### src/rtl/radio_mode_ctrl.sv
module radio_mode_ctrl #(
  parameter int REF_W  = 10,
  parameter int FB_W   = 17,
  parameter int WORD_W = 22
) (
  input  logic              clk,
  input  logic              rst_n,
  input  logic              pin_ch0,
  input  logic              pin_ch1,
  input  logic              pin_rx,
  input  logic              pin_tx,
  input  logic              pin_mod,
  input  logic              lock_i,
  input  logic              cfg_valid_i,
  input  logic [WORD_W-1:0] cfg_a,
  input  logic [WORD_W-1:0] cfg_b,
  input  logic [WORD_W-1:0] cfg_c,
  input  logic [WORD_W-1:0] cfg_d,
  output logic              prog_mode_o,
  output logic [1:0]        state_o,
  output logic [REF_W-1:0]  ref_div_o,
  output logic [FB_W-1:0]   fb_div_o,
  output logic              mod_fsk_o,
  output logic              data_inv_o,
  output logic [1:0]        pa_level_o,
  output logic              en_synth_o,
  output logic              en_rx_o,
  output logic              en_tx_o,
  output logic              chan1_oe_o,
  output logic              chan1_drv_o
);
  localparam int NPIN = 5;
  localparam logic [1:0] ST_STBY = 2'b00;
  localparam logic [1:0] ST_TX   = 2'b10;

  logic [NPIN-1:0] sync1, sync2;
  logic ch0_s, ch1_s, rx_s, tx_s, mod_s;

  always_ff @(posedge clk) begin
    sync1 <= {pin_mod, pin_tx, pin_rx, pin_ch1, pin_ch0};
    sync2 <= sync1;
  end
  assign {mod_s, tx_s, rx_s, ch1_s, ch0_s} = sync2;

  logic       started, ch0_ref;
  logic [1:0] chan;

  always_ff @(posedge clk or negedge rst_n) begin
    if (!rst_n) begin
      started     <= 1'b0;
      ch0_ref     <= 1'b0;
      chan        <= 2'b00;
      prog_mode_o <= 1'b0;
    end else if (!started) begin
      started <= 1'b1;
      ch0_ref <= ch0_s;
      chan    <= {ch1_s, ch0_s};
    end else if (ch0_s != ch0_ref) begin
      prog_mode_o <= 1'b1;
    end
  end

  logic [REF_W-1:0] fix_ref;
  logic [FB_W-1:0]  fix_fb_rx, fix_fb_tx;

  always_comb begin
    case (chan)
      2'b00:   begin fix_ref = REF_W'(16); fix_fb_rx = FB_W'(1919); fix_fb_tx = FB_W'(1943); end
      2'b01:   begin fix_ref = REF_W'(16); fix_fb_rx = FB_W'(947);  fix_fb_tx = FB_W'(971);  end
      2'b10:   begin fix_ref = REF_W'(30); fix_fb_rx = FB_W'(3794); fix_fb_tx = FB_W'(3839); end
      default: begin fix_ref = REF_W'(18); fix_fb_rx = FB_W'(766);  fix_fb_tx = FB_W'(793);  end
    endcase
  end

  logic [1:0] nst;
  logic       n_tx;
  logic [REF_W-1:0] n_ref;
  logic [FB_W-1:0]  n_fb;

  assign nst = !started    ? ST_STBY :
               prog_mode_o ? (cfg_valid_i ? cfg_a[11:10] : ST_STBY) :
                             {tx_s, rx_s};
  assign n_tx  = (nst == ST_TX);
  assign n_ref = prog_mode_o ? (n_tx ? cfg_b[REF_W-1:0] : cfg_a[REF_W-1:0]) : fix_ref;
  assign n_fb  = prog_mode_o ? (n_tx ? cfg_d[FB_W-1:0]  : cfg_c[FB_W-1:0])  :
                               (n_tx ? fix_fb_tx : fix_fb_rx);

  always_ff @(posedge clk or negedge rst_n) begin
    if (!rst_n) begin
      state_o    <= ST_STBY;
      ref_div_o  <= '0;
      fb_div_o   <= '0;
      mod_fsk_o  <= 1'b0;
      data_inv_o <= 1'b0;
      pa_level_o <= 2'b00;
      en_synth_o <= 1'b0;
      en_rx_o    <= 1'b0;
      en_tx_o    <= 1'b0;
    end else begin
      state_o    <= nst;
      en_synth_o <= (nst != ST_STBY);
      en_rx_o    <= (nst == 2'b01);
      en_tx_o    <= n_tx;
      mod_fsk_o  <= prog_mode_o ? cfg_a[18] : mod_s;
      data_inv_o <= prog_mode_o & cfg_a[19];
      pa_level_o <= prog_mode_o ? cfg_a[15:14] : 2'b11;
      if (nst != ST_STBY) begin
        ref_div_o <= n_ref;
        fb_div_o  <= n_fb;
      end
    end
  end

  assign chan1_oe_o  = prog_mode_o;
  assign chan1_drv_o = prog_mode_o & lock_i;


  prog_sticky_chk: assert property (@(posedge clk) disable iff (!rst_n)
    prog_mode_o |=> prog_mode_o);


  rx_tx_excl_chk: assert property (@(posedge clk) disable iff (!rst_n)
    $onehot0({en_rx_o, en_tx_o}));


  stby_hold_chk: assert property (@(posedge clk) disable iff (!rst_n)
    (state_o == ST_STBY) |-> ($stable(ref_div_o) && $stable(fb_div_o)));


  synth_on_chk: assert property (@(posedge clk) disable iff (!rst_n)
    (en_rx_o || en_tx_o) |-> en_synth_o);


  unprog_stby_chk: assert property (@(posedge clk) disable iff (!rst_n)
    (prog_mode_o && $past(prog_mode_o) && !$past(cfg_valid_i)) |-> (state_o == ST_STBY));
endmodule

### config.mk
export PLATFORM = sky130hd
export DESIGN_NAME = radio_mode_ctrl
export DESIGN_NICKNAME = d
export VERILOG_FILES = /design/src/rtl/radio_mode_ctrl.sv
export SDC_FILE = /design/constraint.sdc
export NUM_CORES = 1
export LEC_CHECK = 0
export CORE_MARGIN = 2
export CORE_UTILIZATION = 38
export DETAILED_ROUTE_END_ITERATION = 8
export PLACE_DENSITY = 0.8
export SLEW_MARGIN = 5
export SYNTH_ARGS = -nofsm -noshare
export SYNTH_HDL_FRONTEND = slang
export SYNTH_SLANG_ARGS = --single-unit
### constraint.sdc
create_clock -name clk -period 2.34 [get_ports clk]
set_input_delay 0.702 -clock clk [delete_from_list [all_inputs] [get_ports clk]]
set_output_delay 0.702 -clock clk [all_outputs]
set_load 0.005 [all_outputs]
==> results of run 1 <==
==> path summary, 6_finish.rpt <==
kind | startpoint | to | slack [ps] | cells after the start
max reg2reg | chan1_oe_o | ref_div_o[5] | 370 | 8
min in group asynchronous | rst_n | ref_div_o[8] | 500 | 1
max in group asynchronous | rst_n | fb_div_o[0] | 1300 | 1
min | sync1[1] | sync2[1] | 330 | 0
min reg2reg | sync1[1] | sync2[1] | 330 | 0
max | lock_i | chan1_drv_o | 150 | 3
==> final cells by class <==
class | count | area [um2]
Tap cell | 75 | 93.8
Fill cell | 504 | 2270
Clock inverter | 3 | 21.3
Clock buffer | 5 | 68.8
Multi-Input combinational cell | 145 | 981
Timing Repair Buffer | 127 | 1240
Inverter | 10 | 46.3
Sequential cell | 50 | 1200
==> metrics by stage <==
stage                     cells  hold WS (ps)
final                       415           335
after CTS                   415           336
after global routing        415           349
after floorplan             217           310
after detailed placement    407           312
after global placement      407           312
==> timing repair <==
item | CTS | global route
hold buffers | 0 | 0
endpoints found under the setup margin | 1 | 0
hold endpoints to repair | 0 | 0
gates resized for setup | 1 | 0
==> cell usage after synthesis, types with 2 or more instances <==
| master | n |
|---|---|
| nand3b_1 | 2 |
| nand3_1 | 6 |
| and2_1 | 3 |
| nor2_1 | 16 |
| a211oi_1 | 5 |
| mux2_2 | 3 |
| buf_6 | 5 |
| ha_1 | 6 |
| a41oi_2 | 2 |
| nor3b_1 | 5 |
| a221oi_1 | 2 |
| dfxtp_1 | 10 |
| a311oi_1 | 2 |
| buf_4 | 2 |
| clkbuf_1 | 4 |
| a31oi_1 | 4 |
| o31ai_1 | 3 |
| nand2_1 | 23 |
| nand2b_1 | 2 |
| nand2_2 | 3 |
| dfrtp_1 | 40 |
| o21ai_0 | 17 |
| nor2b_1 | 3 |
| a21oi_1 | 3 |
| inv_1 | 7 |
| mux2i_1 | 18 |
| a41oi_1 | 2 |
==> sequential cells by signal, summed over array words and instances (netlist names), 2 cells and up <==
register	count
chan	2
pa_level_o	2
fb_div_o	17
sync1	5
sync2	5
ref_div_o	10
state_o	2
==> kinds of logic (layout without fill, tap and decap cells) <==
kind of cell | after synthesis | in the layout
buffers and inverters | 22 | 145
other | 1 | 1
DFF | 50 | 50
and+or+nand+nor | 67 | 67
xor gates and xnor gates | 1 | 1
AOI/OAI and AO/OA | 49 | 49
muxes | 21 | 21
adders and majority gates | 6 | 6
==> power by group through the flow <==
stage               logic (uW)  clock network, uW  registers (uW)
finish                     580                507            1030
floorplan                  183                  0            1060
detailed placement         586                  0            1050
global route               636                564            1050
CTS                        588                527            1030
global placement           574                  0            1050
==> layer usage <==
metal	GRT usage [%]	wire length, um	vias up
met2	32.8	2910	72
li1	-	-	999
met5	0	0	-
met4	5.33	83	0
met1	19.5	2370	956
met3	5.22	387	8
==> worst max-delay path: stages <==
cell and delay [ps]:
clkdlybuf4s50_1 390, and2_1 150, dlygate4sd2_1 250
==> run summary, run 1 <==
Final Max Slew Viols - 0
router iterations before antenna repair - 5
Setup Skew - 9.04 ps
RSZ-0062 raised after global routing - no
DP Area - 3560 um2
Max Clk Rate - 0.456 GHz
remaining global-route overflow - 0
YS warnings - 0
Yosys reg bits - 50
synth top area cells - dfrtp_1 (43%), dfxtp_1 (8.6%), mux2i_1 (7.8%)
Synth-to-Final Area Change - 57.4%
initial antenna violation count - 0
Sw Pwr - 557 uW
first-pass GRT wire length - 9050 um
vias per inst - 4.90
ANT cells - 0
clk sinks - 50
leakage - 0.00153 uW
simple-gate share of the synthesized area - 14.1%
Netlist cell types - 46
clock latency on the worst-skew pair - 310 ps
Root Buffer - clkbuf_8
gpl congestion - 0.810
drt total wl - 5750 um
setup ws final - 145 ps
xor/xnor share of the synthesized area - 0.378%
I/O Buffers - 107
ANT nets after route - 0
Worst Tran Pin Value - 869 ps
Die Ht - 82.1 um
main combinational cell family by area after synthesis - compound AO/OA/AOI/OAI gates
Clock Power Share - 23.9%
Starting Density - 39.2%
design area - 3650 um2
H-tree level count - 2
Synth area leader - dfrtp_1
Longest Clk Path Bufs - 2
Reg power frac - 48.7%
# DRC - 0
critical path type - input port to primary output
dominant synthesized flop cell - dfrtp_1
Post-CTS Setup Bufs - 0
post-synth top area share - 43.1%
Seq/Total Area, Yosys - 51.8%
Iteration-0 DRC Markers - 81
PD cells - 581 nW/um2
CTS tree - yes
Worst-path clk slew - 90 ps
status - completed
Via Count - 2035
dpl ws - -121 ps
CP Data Required Time - 1640 ps
Post-synth EDFFs - 0
leading cell types in the layout, fill and taps excluded - clkdlybuf4s50_1 (105), dfrtp_1 (40), nand2_1 (23), mux2i_1 (18), buf_4 (18)
number of I/O pins - 136
Core Region - 5920 um2
synthesized area - 2320 um2
Synth Instances - 217
Max VDD drop - 0.000360 V
adder-cell share of the synthesized area - 3.24%
share of layout cells above drive strength 1 - 13.2%
Max-Cap Viols - 0
power share of the combinational group - 27.4%
Setup TNS - 0 ps
Final period util - 93.8%
Die Wd - 82.1 um
complex-gate fraction of the synthesized area - 15.2%
post-layout power - 2120 uW
CP Launch Type - input port
Hold WC Path Type - flop to flop
internal power - 1560 uW
CP Max Fanout - 1
DR WL/cell - 13.9 um
crit end category - primary output
most common cell after layout, fill and taps aside - clkdlybuf4s50_1
largest net degree at the start of global routing - 41
vias in the first global route - 1974
post-DP HPWL - 4510 um
mux share of post-synthesis cell area - 9.22%
asr flop ratio synth - 80.0%
Final setup viols - 0
max_slew headroom - 42.1%
nets@finish - 442
syn_area_per_cell - 10.7 um2
Sw Ratio - 26.3%
clock buffer count from CTS - 5
# rows - 28
DIE AREA - 6750 um2
final hold viol count - 0
crit path time final - 2190 ps
post-layout util - 61.7%
Synthesized Nets - 320
gr usage total - 17.7%
Crit path arrival time - 1490 ps
Power figures use the tool's default switching activity.
==> inputs of run 2 (changes only) <==
Settings changed: SETUP_SLACK_MARGIN from default to 0.05, SLEW_MARGIN 5 to default.
==> results of run 2 <==
No change in the layout: final DEF, timing and power equal those of run 1.
